--- src/rtl/srx_pkg.sv ---
package srx_pkg;
  typedef struct packed {
    logic restartCnt;
    logic shiftEn;
    logic loadHold;
  } srxStrobe_t;

  typedef enum logic [1:0] {RX_IDLE, RX_START, RX_DATA, RX_STOP} rxState_t;

  localparam int NUM_FLAGS   = 4;
  localparam int FLAG_FULL   = 0;
  localparam int FLAG_FRAME  = 1;
  localparam int FLAG_PARITY = 2;
  localparam int FLAG_OVER   = 3;
endpackage

--- src/rtl/srx_dp.sv ---
module srx_dp
  import srx_pkg::*;
#(
  parameter int OVS    = 16,
  parameter int BASE_W = 8
) (
  input  logic              clk,
  input  logic              rstN,
  input  logic              rxLine,
  input  logic              sampleTick,
  input  logic              nineBit,
  input  logic              parityOdd,
  input  srxStrobe_t        strobe,
  output logic              lineLow,
  output logic              voteBit,
  output logic              bitMid,
  output logic              bitEnd,
  output logic              parityBad,
  output logic [BASE_W:0]   holdData
);
  localparam int CNT_W  = $clog2(OVS);
  localparam int FULL_W = BASE_W + 1;
  localparam logic [CNT_W-1:0] MID_CNT  = CNT_W'(OVS / 2 + 1);
  localparam logic [CNT_W-1:0] SMP0_CNT = CNT_W'(OVS / 2 - 1);
  localparam logic [CNT_W-1:0] SMP1_CNT = CNT_W'(OVS / 2);
  localparam logic [CNT_W-1:0] END_CNT  = CNT_W'(OVS - 1);

  logic [1:0]        syncQ;
  logic [CNT_W-1:0]  tickCnt;
  logic              smp0, smp1;
  logic [FULL_W-1:0] shiftQ;
  logic [FULL_W-1:0] candWord;
  logic              lineNow;

  assign lineNow = syncQ[1];
  assign lineLow = !lineNow;

  always_ff @(posedge clk or negedge rstN) begin
    if (!rstN) syncQ <= 2'b11;
    else       syncQ <= {syncQ[0], rxLine};
  end

  always_ff @(posedge clk or negedge rstN) begin
    if (!rstN) begin
      tickCnt <= '0;
      smp0    <= 1'b1;
      smp1    <= 1'b1;
    end else if (strobe.restartCnt) begin
      tickCnt <= '0;
    end else if (sampleTick) begin
      tickCnt <= tickCnt + 1'b1;
      if (tickCnt == SMP0_CNT) smp0 <= lineNow;
      if (tickCnt == SMP1_CNT) smp1 <= lineNow;
    end
  end

  assign bitMid  = sampleTick && (tickCnt == MID_CNT);
  assign bitEnd  = sampleTick && (tickCnt == END_CNT);
  assign voteBit = (smp0 & smp1) | (smp0 & lineNow) | (smp1 & lineNow);

  always_ff @(posedge clk or negedge rstN) begin
    if (!rstN)               shiftQ <= '0;
    else if (strobe.shiftEn) shiftQ <= {voteBit, shiftQ[FULL_W-1:1]};
  end

  assign candWord  = nineBit ? shiftQ : {1'b0, shiftQ[FULL_W-1:1]};
  assign parityBad = (^candWord) ^ parityOdd;

  always_ff @(posedge clk) begin
    if (strobe.loadHold) holdData <= candWord;
  end
endmodule

--- src/rtl/srx_ctrl.sv ---
module srx_ctrl
  import srx_pkg::*;
#(
  parameter int BASE_W = 8
) (
  input  logic                 clk,
  input  logic                 rstN,
  input  logic                 nineBit,
  input  logic                 parityEn,
  input  logic                 statusRd,
  input  logic                 dataRd,
  input  logic                 dataLow,
  input  logic                 lineLow,
  input  logic                 voteBit,
  input  logic                 bitMid,
  input  logic                 bitEnd,
  input  logic                 parityBad,
  output srxStrobe_t           strobe,
  output logic [NUM_FLAGS-1:0] flags
);
  localparam int IDX_W = $clog2(BASE_W + 1);

  rxState_t             state;
  logic [IDX_W-1:0]     bitIdx;
  logic [IDX_W-1:0]     lastIdx;
  logic [NUM_FLAGS-1:0] armQ;
  logic [NUM_FLAGS-1:0] keptFlags;
  logic [NUM_FLAGS-1:0] nextFlags;
  logic                 frameDone;
  logic                 dataAccess;

  assign lastIdx    = nineBit ? IDX_W'(BASE_W) : IDX_W'(BASE_W - 1);
  assign frameDone  = (state == RX_STOP) && bitMid;
  assign dataAccess = dataRd && dataLow;
  assign keptFlags  = flags & ~(dataAccess ? armQ : '0);

  always_comb begin
    strobe.restartCnt = (state == RX_IDLE) && lineLow;
    strobe.shiftEn    = (state == RX_DATA) && bitMid;
    strobe.loadHold   = frameDone && !keptFlags[FLAG_FULL];
  end

  always_comb begin
    nextFlags = keptFlags;
    if (frameDone) begin
      if (keptFlags[FLAG_FULL]) begin
        nextFlags[FLAG_OVER] = 1'b1;
      end else begin
        nextFlags[FLAG_FULL]   = 1'b1;
        nextFlags[FLAG_FRAME]  = !voteBit;
        nextFlags[FLAG_PARITY] = parityEn && parityBad;
      end
    end
  end

  always_ff @(posedge clk or negedge rstN) begin
    if (!rstN) begin
      flags <= '0;
      armQ  <= '0;
    end else begin
      flags <= nextFlags;
      if (statusRd)        armQ <= flags;
      else if (dataAccess) armQ <= '0;
    end
  end

  always_ff @(posedge clk or negedge rstN) begin
    if (!rstN) begin
      state  <= RX_IDLE;
      bitIdx <= '0;
    end else begin
      unique case (state)
        RX_IDLE:  if (lineLow) state <= RX_START;
        RX_START: begin
          if (bitMid && voteBit) state <= RX_IDLE;
          else if (bitEnd) begin
            state  <= RX_DATA;
            bitIdx <= '0;
          end
        end
        RX_DATA:  if (bitEnd) begin
          if (bitIdx == lastIdx) state <= RX_STOP;
          else                   bitIdx <= bitIdx + 1'b1;
        end
        RX_STOP:  if (bitMid) state <= RX_IDLE;
        default:  state <= RX_IDLE;
      endcase
    end
  end
endmodule

--- src/rtl/serial_rx_status.sv ---
module serial_rx_status
  import srx_pkg::*;
#(
  parameter int OVS    = 16,
  parameter int BASE_W = 8,
  parameter int BUS_W  = 16
) (
  input  logic                 clk,
  input  logic                 rstN,
  input  logic                 rxLine,
  input  logic                 sampleTick,
  input  logic                 nineBit,
  input  logic                 parityEn,
  input  logic                 parityOdd,
  input  logic                 statusRd,
  input  logic                 dataRd,
  input  logic [1:0]           dataLanes,
  output logic [NUM_FLAGS-1:0] statusWord,
  output logic [BUS_W-1:0]     rxData,
  output logic                 irq
);
  localparam int PAD_W = BUS_W - BASE_W - 1;

  srxStrobe_t     strobe;
  logic           lineLow, voteBit, bitMid, bitEnd, parityBad;
  logic [BASE_W:0] holdData;

  srx_dp #(.OVS(OVS), .BASE_W(BASE_W)) dp (
    .clk(clk), .rstN(rstN), .rxLine(rxLine), .sampleTick(sampleTick),
    .nineBit(nineBit), .parityOdd(parityOdd), .strobe(strobe),
    .lineLow(lineLow), .voteBit(voteBit), .bitMid(bitMid), .bitEnd(bitEnd),
    .parityBad(parityBad), .holdData(holdData)
  );

  srx_ctrl #(.BASE_W(BASE_W)) ctrl (
    .clk(clk), .rstN(rstN), .nineBit(nineBit), .parityEn(parityEn),
    .statusRd(statusRd), .dataRd(dataRd), .dataLow(dataLanes[0]),
    .lineLow(lineLow), .voteBit(voteBit), .bitMid(bitMid), .bitEnd(bitEnd),
    .parityBad(parityBad), .strobe(strobe), .flags(statusWord)
  );

  assign rxData = {{PAD_W{1'b0}}, holdData};
  assign irq    = statusWord[FLAG_FULL];
endmodule

--- config.mk ---
export PLATFORM = sky130hd
export DESIGN_NAME = serial_rx_status
export DESIGN_NICKNAME = d
export VERILOG_FILES = /design/src/rtl/srx_pkg.sv /design/src/rtl/srx_dp.sv /design/src/rtl/srx_ctrl.sv /design/src/rtl/serial_rx_status.sv
export SDC_FILE = /design/constraint.sdc
export NUM_CORES = 1
export LEC_CHECK = 0
export BUFFER_PORTS_ARGS = -buffer_cell sky130_fd_sc_hd__clkbuf_2
export CORE_ASPECT_RATIO = 1.1
export CORE_MARGIN = 5
export CORE_UTILIZATION = 56
export DETAILED_ROUTE_END_ITERATION = 7
export GPL_TIMING_DRIVEN = 0
export HOLD_SLACK_MARGIN = 0.12
export PLACE_DENSITY = 0.8
export SLEW_MARGIN = 20
export SYNTH_ARGS = -nofsm -noshare
export SYNTH_HDL_FRONTEND = slang
export SYNTH_SLANG_ARGS = --single-unit
--- constraint.sdc ---
create_clock -name clk -period 2 [get_ports clk]
set_clock_uncertainty 0.05 [all_clocks]
set_input_delay 0.1 -clock clk [delete_from_list [all_inputs] [get_ports clk]]
set_output_delay 0.1 -clock clk [all_outputs]
set_load 0.005 [all_outputs]
==> run summary <==
SYNTH
--------------------------------------------------------------------------------------------------
Number of warnings reported in the yosys synthesis log                                           0
Area leader, netlist                                                                       dfrtp_1
Netlist cell types                                                                              41
Gate count after technology mapping                                                            190
Ranking of synthesized cells by area                                                  dfrtp_1 (33%), edfxtp_1 (13%), mux2_2 (8.1%), ha_1 (5.4%), dfstp_2 (5.1%)
Area share of the largest cell type after synthesis                                          32.5%
Avg Cell Area, Syn                                                                       10.9 um^2
Post-synthesis register bit count                                                               40
Netlist area before placement                                                            2080 um^2
Sequential cell area fraction in the yosys report                                            50.6%

STA
--------------------------------------------------------------------------------------------------
Relative max-transition margin                                                               49.7%
Actual slew at the worst max-slew pin                                                     0.754 ns
Unrepaired setup endpoints after global routing                                              false
Final period util                                                                            90.4%
Final Max Slew Viols                                                                             0
Final setup slack of the worst path                                                       0.193 ns
Final hold vios                                                                                  0
Clock period minus worst slack                                                             1.81 ns
Timing-limited maximum frequency                                                           553 MHz
Finish-stage setup viols                                                                         0
Post-Route Setup TNS                                                                          0 ns

ROUTE
--------------------------------------------------------------------------------------------------
Routed wire length                                                                         3500 um
DR WL/cell                                                                                 12.4 um
Number of iterations in the first detailed-routing pass                                          4
Violation count after the first detailed-routing iteration                                      48
Number of vias in the routed layout                                                           1415
Via density per instance                                                                      5.02
Number of remaining DRC errors                                                                   0
Post-detailed-route count of antenna-violating nets                                              0

WORST HOLD PATH
--------------------------------------------------------------------------------------------------
Tightest Hold Check Type                                                                reg -> reg
HP Start                                                                               dp.syncQ[0]

FINISH
--------------------------------------------------------------------------------------------------
Leading cell types in the layout, fill and taps excluded                              nand2_1 (27), dfrtp_1 (27), clkbuf_2 (22)
N_diodes                                                                                         0
Area growth from synthesis to layout                                                         18.2%
Fraction of layout cells with a size suffix above 1                                          27.6%
Layout Nets                                                                                    251

POWER
--------------------------------------------------------------------------------------------------
Power per unit of standard cell area                                                  1070 nW/um^2
Static Leak                                                                             0.00119 uW
IR Drop Worst-Case VDD                                                                  0.000646 V
Total power of the final layout                                                            2640 uW

GLOBAL ROUTE
--------------------------------------------------------------------------------------------------
Pin count of the biggest net entering global routing                                            32
First-pass GRT wire length                                                                 6110 um
Number of global-route vias before repair                                                     1392
Antenna violations before repair                                                                 0
GR Util All Layers                                                                           16.3%
Overflow left after global routing                                                               0

FLOORPLAN
--------------------------------------------------------------------------------------------------
FP Rows                                                                                         23
Width of the die                                                                           68.1 um
Number of primary I/O pins                                                                      32
Starting density of the core                                                                 57.3%
Die height                                                                                 73.9 um
Core region area                                                                         3630 um^2
Total Die Area                                                                           5030 um^2

SETUP PATH
--------------------------------------------------------------------------------------------------
Crit Path Max Fanout                                                                            10
Startpoint types                                                                              flop
Data arrival time at the worst-slack endpoint                                              1.94 ns
Data required time of the critical path                                                    2.13 ns
Type of the worst setup path                                                            reg -> reg
Reg2Reg Launch Point                                                                  ctrl.state[0]
Critical Path Source                                                                  ctrl.state[0]
Category of the worst setup path capture point                                                flop

PLACE
--------------------------------------------------------------------------------------------------
DP HPWL                                                                                    2510 um
Total of buffers placed on input and output ports                                               22
Worst setup timing slack at the placement stage                                           0.138 ns
Weighted congestion reported at the end of routability-driven placement                      0.776

CTS
--------------------------------------------------------------------------------------------------
Source-to-sink clock delay at the later pin of the worst-skew pair                         0.28 ns
Clock tree from TritonCTS                                                                    built
Number of buffers created by CTS                                                                 5
Buffer levels on the longest clock path                                                          2
Depth of the CTS H-tree                                                                          2
Root Driver                                                                               clkbuf_8
Clock transition time at the flip-flop clock pins of the worst setup and hold paths        0.07 ns
# clock sinks                                                                                   40
Number of buffers added for setup after CTS                                                      0

OUTCOME
--------------------------------------------------------------------------------------------------
Status                                                                                   completed

FLOW RUN
--------------------------------------------------------------------------------------------------
Number of maximum-capacitance violations                                                         0

==> metrics by stage <==
step / util [%] / cell area [um^2] / hold slack [ns] / instances
2_1_floorplan: - / 2100 / -0.246 / 196
3_5_place_dp: 62.7 / 2270 / 0.140 / 268
6_report: 67.7 / 2460 / 0.307 / 282
5_1_grt: 67.7 / 2460 / 0.312 / 282
4_1_cts: 67.8 / 2460 / 0.309 / 283
3_3_place_gp: 62.7 / 2270 / 0.138 / 268
==> per-layer routing <==
layer | routed length [um] | global-route usage, % | up-vias
met2 | 1820 | 28.8 | 19
met3 | 122 | 4.13 | 5
met4 | 49 | 5.30 | 0
met5 | 0 | 0 | -
li1 | - | - | 725
met1 | 1500 | 19.0 | 666
==> cell families (layout without fill, tap and decap cells) <==
logic type	count (synthesis)	after routing	synth area share, %
AOI/OAI and AO/OA	28	28	8.37
other	1	7	0.180
muxes	18	18	9.57
and+or+nand+nor	60	60	14.7
adders and majority gates	10	10	5.90
buffers and inverters	21	57	5.66
DFF	40	40	50.6
xor gates and xnor gates	12	12	5.06
==> cells in the mapped netlist <==
| cell type | instances |
|---|---|
| a21oi_1 | 5 |
| a21o_1 | 1 |
| nand4_1 | 2 |
| o31ai_1 | 1 |
| a31o_1 | 1 |
| nand3_2 | 1 |
| o211ai_1 | 2 |
| dfrtp_1 | 27 |
| edfxtp_1 | 9 |
| nor4b_2 | 1 |
| o311ai_1 | 1 |
| maj3_1 | 1 |
| a22oi_1 | 1 |
| or3_1 | 2 |
| nand2_4 | 1 |
| o21ai_1 | 1 |
| xnor2_1 | 10 |
| nor2b_1 | 1 |
| mux2i_1 | 3 |
| a31oi_1 | 2 |
| clkbuf_1 | 1 |
| a22oi_2 | 1 |
| conb_1 | 1 |
| inv_1 | 9 |
| xor2_1 | 2 |
| dfstp_2 | 4 |
| nand2b_1 | 1 |
| mux2_2 | 15 |
| nor2_1 | 8 |
| and2_1 | 2 |
| nand2_1 | 27 |
| nand3b_1 | 1 |
| nand4_2 | 1 |
| buf_4 | 10 |
| buf_2 | 1 |
| and3_1 | 3 |
| o21ai_0 | 11 |
| ha_1 | 9 |
| nand3_1 | 8 |
| o221ai_1 | 1 |
| and3b_1 | 1 |
==> registers in the layout, indices dropped and copies added (netlist names), named ones only <==
register     count
ctrl.armQ        4
ctrl.bitIdx      4
ctrl.flags       4
ctrl.state       1
dp.holdData      9
dp.shiftQ        9
dp.smp0          1
dp.smp1          1
dp.syncQ         2
dp.tickCnt       4
==> worst max-delay path, stage by stage (launching register included) <==
cell and delay, ns:
dfrtp_1 0.43, inv_1 0.14, ha_1 0.44, inv_1 0.10
o21ai_1 0.31, o211ai_1 0.14, o311ai_1 0.11
==> final timing paths <==
check / endpoint / slack [ns] / cells after the start
worst min-delay path: dp.syncQ[1] / 0.31 / 0
worst max-delay path: ctrl.bitIdx[0] / 0.19 / 6
worst min register to register: dp.syncQ[1] / 0.31 / 0
min in group asynchronous: dp.shiftQ[1] / 0.37 / 2
worst max register to register: ctrl.bitIdx[0] / 0.19 / 6
max in group asynchronous: ctrl.bitIdx[0] / 1.05 / 2
==> report_power, final <==
part           switching (uW)  internal (uW)  leakage (uW)
Combinational             450            364      0.000627
Sequential                159           1010      0.000503
Clock                     257            402     0.0000588
==> timing repair <==
item / in CTS / in global routing
endpoints found under the hold margin: 36 / 0
setup endpoints to repair: 0 / 4
hold buffers: 7 / 0
resized for setup: 0 / 0
==> final cells by class <==
cell class                      instances  area (um^2)
Buffer                                 11         80.1
Clock buffer                            6         82.6
Clock inverter                          2         33.8
Fill cell                             275         1170
Inverter                                9         33.8
Multi-Input combinational cell        135          932
Sequential cell                        40         1050
Tap cell                               50         62.6
Timing Repair Buffer                   29          180
(Power assumes the default switching activity.)
